### config.mk
export PLATFORM = sky130hd
export DESIGN_NAME = flash_cmd_decoder
export DESIGN_NICKNAME = d
export VERILOG_FILES = /design/src/rtl/flash_cmd_pkg.sv /design/src/rtl/fcd_window_timer.sv /design/src/rtl/fcd_bank_tracker.sv /design/src/rtl/flash_cmd_decoder.sv
export SDC_FILE = /design/constraint.sdc
export NUM_CORES = 1
export LEC_CHECK = 0
export ABC_AREA = 1
export BUFFER_PORTS_ARGS = -buffer_cell sky130_fd_sc_hd__clkbuf_2
export CAP_MARGIN = 20
export CELL_PAD_IN_SITES_DETAIL_PLACEMENT = 1
export CELL_PAD_IN_SITES_GLOBAL_PLACEMENT = 1
export CORE_AREA = 2 2 118 120
export DETAILED_ROUTE_END_ITERATION = 10
export DIE_AREA = 0 0 120 122
export GPL_TIMING_DRIVEN = 0
export PLACE_DENSITY_LB_ADDON = 0.1
export SLEW_MARGIN = 0
export SYNTH_ARGS = -nofsm -noshare
export SYNTH_HDL_FRONTEND = slang
export SYNTH_SLANG_ARGS = --single-unit
### constraint.sdc
create_clock -name clk -period 4.63 [get_ports clk]
set_input_delay 0.926 -clock clk [delete_from_list [all_inputs] [get_ports clk]]
set_output_delay 0.926 -clock clk [all_outputs]
set_load 0.02 [all_outputs]
### src/rtl/flash_cmd_pkg.sv
package flash_cmd_pkg;
  localparam int ULK_W = 11;
  localparam logic [ULK_W-1:0] ULK_ADDR_A = 11'h555;
  localparam logic [ULK_W-1:0] ULK_ADDR_B = 11'h2AA;

  localparam logic [15:0] D_KEY_A   = 16'h00AA;
  localparam logic [15:0] D_KEY_B   = 16'h0055;
  localparam logic [15:0] D_TO_ARR  = 16'h00F0;
  localparam logic [15:0] D_TO_QRY  = 16'h0098;
  localparam logic [15:0] D_PGM     = 16'h00A0;
  localparam logic [15:0] D_BYP_IN  = 16'h0020;
  localparam logic [15:0] D_ERS     = 16'h0080;
  localparam logic [15:0] D_ERS_OK  = 16'h0030;
  localparam logic [15:0] D_BYP_OUT = 16'h0090;
  localparam logic [15:0] D_BYP_OK  = 16'h0000;

  typedef enum logic [3:0] {
    ST_ARRAY, ST_QUERY, ST_KEY1, ST_KEY2, ST_PGM,
    ST_ER_K0, ST_ER_K1, ST_ER_K2, ST_ER_WIN,
    ST_BYP, ST_BYP_PGM, ST_BYP_OUT
  } fcd_state_e;
endpackage

### src/rtl/fcd_window_timer.sv
module fcd_window_timer #(
  parameter int WIN_CYCLES = 5000
) (
  input  logic clk,
  input  logic rst,
  input  logic restart,
  input  logic clear,
  output logic expired
);
  localparam int CW = $clog2(WIN_CYCLES + 1);
  localparam logic [CW-1:0] RELOAD = CW'(WIN_CYCLES - 1);

  logic [CW-1:0] cnt;
  logic          run;

  always_ff @(posedge clk) begin
    if (rst) begin
      cnt <= '0;
      run <= 1'b0;
    end else if (restart) begin
      cnt <= RELOAD;
      run <= 1'b1;
    end else if (clear) begin
      run <= 1'b0;
    end else if (run) begin
      if (cnt == '0) run <= 1'b0;
      else           cnt <= cnt - 1'b1;
    end
  end

  assign expired = run && (cnt == '0);

  // the window ends once, then stays closed until reloaded
  p_expire_once_r9: assert property (@(posedge clk) disable iff (rst)
    expired |=> !expired);
  // a running window counts down by one per cycle
  p_count_step_r9: assert property (@(posedge clk) disable iff (rst)
    (run && !restart && !clear && cnt != '0) |=> (run && cnt == $past(cnt) - 1'b1));
endmodule

### src/rtl/fcd_bank_tracker.sv
module fcd_bank_tracker #(
  parameter int AW = 21,
  parameter logic [AW-1:0] BANK_BOUND = '1
) (
  input  logic          clk,
  input  logic          rst,
  input  logic          capture,
  input  logic [AW-1:0] addr,
  output logic          same_bank
);
  logic held_upper;
  logic cur_upper;

  assign cur_upper = (addr >= BANK_BOUND);

  always_ff @(posedge clk) begin
    if (rst)          held_upper <= 1'b0;
    else if (capture) held_upper <= cur_upper;
  end

  assign same_bank = (cur_upper == held_upper);
endmodule

### src/rtl/flash_cmd_decoder.sv
module flash_cmd_decoder
  import flash_cmd_pkg::*;
#(
  parameter int AW = 21,
  parameter int WIN_CYCLES = 5000,
  parameter logic [AW-1:0] BANK_BOUND = AW'(21'h180000)
) (
  input  logic          clk,
  input  logic          rst,
  input  logic          wr_en,
  input  logic [AW-1:0] wr_addr,
  input  logic [15:0]   wr_data,
  output logic          mode_array,
  output logic          mode_cfi,
  output logic          mode_bypass,
  output logic          erase_pending,
  output logic          prog_req,
  output logic [AW-1:0] prog_addr,
  output logic [15:0]   prog_data,
  output logic          erase_blk_req,
  output logic [AW-1:0] erase_blk_addr,
  output logic          erase_go,
  output logic          erase_abort
);
  fcd_state_e st, st_nxt;
  logic [ULK_W-1:0] low_addr;
  logic hit_a, hit_b;
  logic prog_n, blk_n, go_n, abort_n;
  logic win_restart, bank_capture, win_expired, same_bank;

  assign low_addr = wr_addr[ULK_W-1:0];
  assign hit_a = (low_addr == ULK_ADDR_A);
  assign hit_b = (low_addr == ULK_ADDR_B);

  fcd_window_timer #(.WIN_CYCLES(WIN_CYCLES)) u_timer (
    .clk(clk), .rst(rst), .restart(win_restart), .clear(abort_n),
    .expired(win_expired));

  fcd_bank_tracker #(.AW(AW), .BANK_BOUND(BANK_BOUND)) u_bank (
    .clk(clk), .rst(rst), .capture(bank_capture), .addr(wr_addr),
    .same_bank(same_bank));

  always_comb begin
    st_nxt       = st;
    prog_n       = 1'b0;
    blk_n        = 1'b0;
    go_n         = 1'b0;
    abort_n      = 1'b0;
    win_restart  = 1'b0;
    bank_capture = 1'b0;
    if (st == ST_ER_WIN && win_expired) begin
      go_n   = 1'b1;
      st_nxt = ST_ARRAY;
    end else if (wr_en) begin
      st_nxt = ST_ARRAY;
      unique case (st)
        ST_ARRAY, ST_QUERY: begin
          if (wr_data == D_TO_QRY)                st_nxt = ST_QUERY;
          else if (hit_a && wr_data == D_KEY_A)   st_nxt = ST_KEY1;
        end
        ST_KEY1: if (hit_b && wr_data == D_KEY_B) st_nxt = ST_KEY2;
        ST_KEY2: if (hit_a) begin
          if (wr_data == D_PGM)         st_nxt = ST_PGM;
          else if (wr_data == D_BYP_IN) st_nxt = ST_BYP;
          else if (wr_data == D_ERS)    st_nxt = ST_ER_K0;
        end
        ST_PGM: prog_n = 1'b1;
        ST_ER_K0: if (hit_a && wr_data == D_KEY_A) st_nxt = ST_ER_K1;
        ST_ER_K1: if (hit_b && wr_data == D_KEY_B) st_nxt = ST_ER_K2;
        ST_ER_K2: if (wr_data == D_ERS_OK) begin
          blk_n        = 1'b1;
          win_restart  = 1'b1;
          bank_capture = 1'b1;
          st_nxt       = ST_ER_WIN;
        end
        ST_ER_WIN: begin
          if (wr_data == D_ERS_OK && same_bank) begin
            blk_n       = 1'b1;
            win_restart = 1'b1;
            st_nxt      = ST_ER_WIN;
          end else begin
            abort_n = 1'b1;
          end
        end
        ST_BYP: begin
          if (wr_data == D_PGM)          st_nxt = ST_BYP_PGM;
          else if (wr_data == D_BYP_OUT) st_nxt = ST_BYP_OUT;
          else                           st_nxt = ST_BYP;
        end
        ST_BYP_PGM: begin
          prog_n = 1'b1;
          st_nxt = ST_BYP;
        end
        ST_BYP_OUT: st_nxt = (wr_data == D_BYP_OK) ? ST_ARRAY : ST_BYP;
        default: st_nxt = ST_ARRAY;
      endcase
    end
  end

  always_ff @(posedge clk) begin
    if (rst) begin
      st             <= ST_ARRAY;
      prog_req       <= 1'b0;
      erase_blk_req  <= 1'b0;
      erase_go       <= 1'b0;
      erase_abort    <= 1'b0;
      prog_addr      <= '0;
      prog_data      <= '0;
      erase_blk_addr <= '0;
    end else begin
      st            <= st_nxt;
      prog_req      <= prog_n;
      erase_blk_req <= blk_n;
      erase_go      <= go_n;
      erase_abort   <= abort_n;
      if (prog_n) begin
        prog_addr <= wr_addr;
        prog_data <= wr_data;
      end
      if (blk_n) erase_blk_addr <= wr_addr;
    end
  end

  assign mode_cfi      = (st == ST_QUERY);
  assign erase_pending = (st == ST_ER_WIN);
  assign mode_bypass   = (st == ST_BYP) || (st == ST_BYP_PGM) || (st == ST_BYP_OUT);
  assign mode_array    = !(mode_cfi || erase_pending || mode_bypass);

  // exactly one mode indication at a time
  p_one_mode_r1: assert property (@(posedge clk) disable iff (rst)
    $countones({mode_array, mode_cfi, mode_bypass, erase_pending}) == 1);
  // a program request never lasts two cycles
  p_prog_single_r5: assert property (@(posedge clk) disable iff (rst)
    prog_req |=> !prog_req);
  // an accepted block always leaves the window open
  p_blk_opens_r8: assert property (@(posedge clk) disable iff (rst)
    erase_blk_req |-> erase_pending);
  // erase starts only out of an open window
  p_go_from_window_r9: assert property (@(posedge clk) disable iff (rst)
    erase_go |-> ($past(erase_pending) && mode_array));
  // an abort lands in read-array mode
  p_abort_to_array_r10: assert property (@(posedge clk) disable iff (rst)
    erase_abort |-> mode_array);
  // at most one request pulse per cycle
  p_pulse_excl_r11: assert property (@(posedge clk) disable iff (rst)
    $onehot0({prog_req, erase_blk_req, erase_go, erase_abort}));
endmodule

-- Yosys cells after proc, flatten, opt, wreduce, memory -nomap -nowiden
Index checks and enable logic that the tools add are counted.
- logic and storage cells: 99
- ROM bits: 0
- memories: 0
- output and inout port bits: 66
- register bits: 81
- bits in latches: 0
- bits in writable memories: 0
- shifts and indexed selects: 0
- order comparisons: 1
- bitwise logic cells: 2
- add/sub/neg operators: 1
- div/mod/pow operators: 0
- reductions and logical operators: 20
- eq/ne operators: 24
- $mul: 0
- mux-type cells: 39
- operator list (kind ; number):
    16-bit by 8-bit == test with 1-bit output, second input constant ; 5
    13-bit two-way mux ; 4
    4-bit case mux with 10 select lines ; 1
    16-bit by 6-bit == test with 1-bit output, second input constant ; 2
    4-bit two-way mux ; 6
    21-bit >= comparator, second input constant ; 1
    1-bit two-way mux ; 19
    16-bit by 7-bit == test with 1-bit output, second input constant ; 1
    4-bit by 3-bit == test with 1-bit output, second input constant ; 4
    4-bit == test, second input constant ; 4
    16-bit zero test ; 1
    13-bit zero test ; 1
    13-bit by 1-bit subtractor with 13-bit output, second input constant ; 1
    11-bit by 10-bit == test with 1-bit output, second input constant ; 1
    11-bit == test, second input constant ; 1
    2-bit two-way mux ; 5
    3-bit two-way mux ; 3
    4-bit by 2-bit == test with 1-bit output, second input constant ; 2
    2-bit OR reduction ; 4
    3-bit AND reduction ; 2
    1-bit logical AND ; 5
    4-bit by 1-bit == test with 1-bit output, second input constant ; 1
    4-bit zero test ; 1
    1-bit logical OR ; 4
    other kinds (6) ; 8

-- Longest topological paths before layout
- word-level depth: 9
- depth in mapped cells: 13

-- Cells and area by module
Synthesis repeated with hierarchy kept, for this count alone.
- cell total of the unflattened synthesis: 589
- area total of the unflattened synthesis: 3931.3 µm²
- by module, submodules not included (module ; seq. area each (µm²) ; area an instance (µm²) ; instances ; cells each):
    flash_cmd_decoder ; 1321.3 ; 3017.9 ; 1 ; 448
    fcd_window_timer ; 280.3 ; 860.8 ; 1 ; 134
    fcd_bank_tracker ; 20.0 ; 52.6 ; 1 ; 7

-- Least setup slack after synthesis
No wires, ideal clock.
- path kind: input to register
- from: input wr_data[8]
- to: register erase_blk_addr[6]
- slack: 2460 ps
- required time: 4515 ps
- stages: 13
- arrival: 2055 ps
- setup time: 115 ps
- cell sequence: nor2_1 -> nand3_1 -> nor2_4 -> nand2_1 -> nor2_1 -> nand2_1 -> nand2_2 -> nand2_4 -> inv_8 -> nor2_8 -> buf_6 -> nand2_1 -> o21ai_2
- word-level cells in the longest chain between the ends: 6
- elaborated cells on any way between the ends: 7
- RTL lines (item ; line ; RTL):
    start: declaration ; flash_cmd_decoder.sv:12 ; input logic [15:0] wr_data,
    16-bit by 6-bit == test with 1-bit output (*) ; flash_cmd_decoder.sv:70, flash_cmd_decoder.sv:77 ;
    1-bit logical AND ; flash_cmd_decoder.sv:77 ; if (wr_data == D_ERS_OK && same_bank) begin
    1-bit two-way mux ; flash_cmd_decoder.sv:77 ;
    1-bit case mux with 2 select lines (*) ; flash_cmd_decoder.sv:56 ; unique case (st)
    1-bit two-way mux (*) ; flash_cmd_decoder.sv:54 ; end else if (wr_en) begin
    1-bit two-way mux (*) ; flash_cmd_decoder.sv:51 ; if (st == ST_ER_WIN && win_expired) begin
    end signal: assignment ; flash_cmd_decoder.sv:120 ; if (blk_n) erase_blk_addr <= wr_addr;
    end: declaration ; flash_cmd_decoder.sv:21 ; output logic [AW-1:0] erase_blk_addr,
Every way passes the cells marked *; elsewhere a longest branch is shown, timed or not.
A chain may end at the register's enable or synchronous reset.

-- Worst setup path after layout
- from: input wr_data[8]
- to: register erase_blk_addr[5]
Same word-level chain as after synthesis.

==> impl_metrics.ini <==
[outcome]
outcome = finished, final reports clean

[layout]
layout_common_cells = nand2_1, clkbuf_2, nor2_1
area_growth_pct = 26.3
multiInputGateArea_mm2 = 0.00195
fin_cells = 855
final_common_cell = nand2_1
nets = 713
drive_gt1_share_pct = 25.9
seqCellArea_mm2 = 0.00162
antenna_cells = 0
fillers = 1754

[logic_synthesis]
syn-cell-area_mm2 = 0.00392
synth.distinct_cells = 36
ys.warnings.count = 0
syn-num-nets = 598
synth_seq_area_share_pct = 41.4
netlist_instances = 556
avgSynthCellArea_um2 = 7.05
ys_seq_elements = 81

[pwr]
p_per_area_mw_per_mm2 = 301
peakVddDrop_v = 0.000137
p_leak_uw = 0.00235
finalPower_uw = 1490

[sta]
fin_crit_sh_pct = 49.6
finalClockSkew_ns = 0.00485
fin_hold_ws_ns = 0.459
hold_violations = 0
setup_viol = 0
timing.slew.headroom_pct = 61.6
final-max-slew-violation-count = 0
tightest_slew_ns = 0.576
min_period_ns = 2.30
grt_setup_unrepaired = false
fmaxAchievable_mhz = 435
final.setup.tns_ns = 0
setup_slack_ns = 2.33

[die]
fp.dieH_um = 122
rows = 43
die_area_mm2 = 0.0146
core_mm2 = 0.0135
initial_core_util_pct = 29.0
dieWidth_um = 120
ios = 106

[min_path]
hp-class = reg -> reg

[route]
num_vias = 4009
first_pass_iters = 4
dr.first_iter.drc_count = 163
drc = 0
ant_nets = 0
wirelength_mm = 12.6
post_drt_wl_per_cell_um = 14.7
routed_via_density = 4.69

[placed_design]
place_congestion = 0.848
numPortBuffers = 104
post-place-ws_ns = 1.97
place_hpwl_mm = 10.1
placedCellCount = 840

[cts]
insertion_delay_ns = 0.34
path_clk_slew_ns = 0.06
numCtsBuffers = 9
cts.sinks = 81
root_buffer = clkbuf_16
cts_tree = done
cts_post_setup_buffers_inserted = 0
cts_max_path_buffers = 2
cts-resized-gates = 0
cts_hold_repair.buffers = 0
ctsHtreeMaxLevel = 3

[global_route]
antenna_found_initial = 0
grt_max_degree = 14
grt_pass1_wl_mm = 20.2
grt_pass1_vias = 3999
grt.overflow.total = 0
grt.total_usage_pct = 17.8

[setup_path]
end_kind = flip-flop
critPathBufInv = 3
crit_path_cell_trace = clkbuf_2 > nor2_1 > nand3_1 > nor2_4 > nand2_1 > nor2_1 > nand2_1 > nand2_2 > nand2_4 > inv_8 > nand2_8 > buf_6 > o21ai_2
critPathMaxStageDelay_ns = 0.22
cp_slowest_cell = nor2_1
worstSetupPathType = in -> reg
critPathArrivalTime_ns = 2.57
crit_family = simple AND/OR/NAND/NOR gates
worstPathMaxFanout = 10
worstPathRequired_ns = 4.91
crit_path_start_kind = input port

[job]
max_cap_viol_count = 0
cell families after synthesis:
group / count (synthesis) / synth area share (%)
flops: 81 / 41.4
simple gates: 277 / 31.6
fa+ha+maj: 2 / 0.638
xor+xnor: 6 / 1.34
compound gates: 112 / 16.2
buf+inv: 78 / 8.81
final cells by class:
class / count / share of cell area, %
Inverter: 61 / 4.78
Sequential cell: 81 / 32.8
Tap cell: 180 / 4.55
Timing Repair Buffer: 104 / 10.5
Clock inverter: 5 / 1.14
Clock buffer: 10 / 4.63
Multi-Input combinational cell: 397 / 39.4
Buffer: 17 / 2.20
flip-flops by register name, indices dropped and copies added (netlist names):
name               flops
erase_go               1
u_timer.cnt           13
prog_req               1
u_timer.run            1
prog_data             16
st                     4
erase_blk_addr        21
prog_addr             21
erase_abort            1
u_bank.held_upper      1
erase_blk_req          1
metrics by stage:
step | instance area, um2 | util (%)
2_1_floorplan | 3920 | -
4_1_cts | 4950 | 36.7
3_3_place_gp | 4660 | 34.5
5_1_grt | 4950 | 36.7
3_5_place_dp | 4660 | 34.5
6_report | 4950 | 36.7
power breakdown:
group	internal [uW]	leakage, uW	switching [uW]
Clock	415	0.000139	298
Combinational	24.7	0.00155	53.5
Sequential	697	0.000652	0.000130
Total	1140	0.00235	352
routing by layer:
layer	GRT usage [%]	wire (um)	up-vias
li1	-	-	2022
met1	22.2	5820	1902
met2	30.6	6120	71
met3	2.90	418	14
met4	6.76	204	0
met5	0	0	-
synth_stat cells (all sizes together):
library cell,instances,share of area [%]
nand2,129,13
nor2,90,9.7
dfxtp,81,41
o21ai,62,9.7
inv,60,5.9
a21oi,48,6.1
nand3,35,4.7
buf,11,2.2
nand4,8,1.4
nor3,8,1.1
clkbuf,6,0.57
xnor2,4,0.89
nand3b,3,0.57
ha,2,0.64
xor2,2,0.45
a211oi,1,0.19
and3,1,0.16
clkinv,1,0.096
nor2b,1,0.16
o22ai,1,0.16
or2,1,0.16
or3,1,0.16
worst register-to-register path, cell delays in order, from the launching register on:
cell and delay, ns:
dfxtp_1 0.41, nand2_2 0.15, o22ai_1 0.20, nand2_1 0.25, inv_1 0.18, clkbuf_1 0.41, o21ai_0 0.15, a21oi_1 0.15
path summary, 6_finish.rpt:
kind	start	to	slack (ns)	depth (start not counted)
min reg2reg	erase_blk_addr[2]	erase_blk_addr[2]	0.46	2
max	wr_data[8]	erase_blk_addr[5]	2.33	13
min	erase_blk_addr[2]	erase_blk_addr[2]	0.46	2
max reg2reg	st[3]	prog_addr[4]	2.64	7
Note: power is estimated with default switching activity, not from simulation.
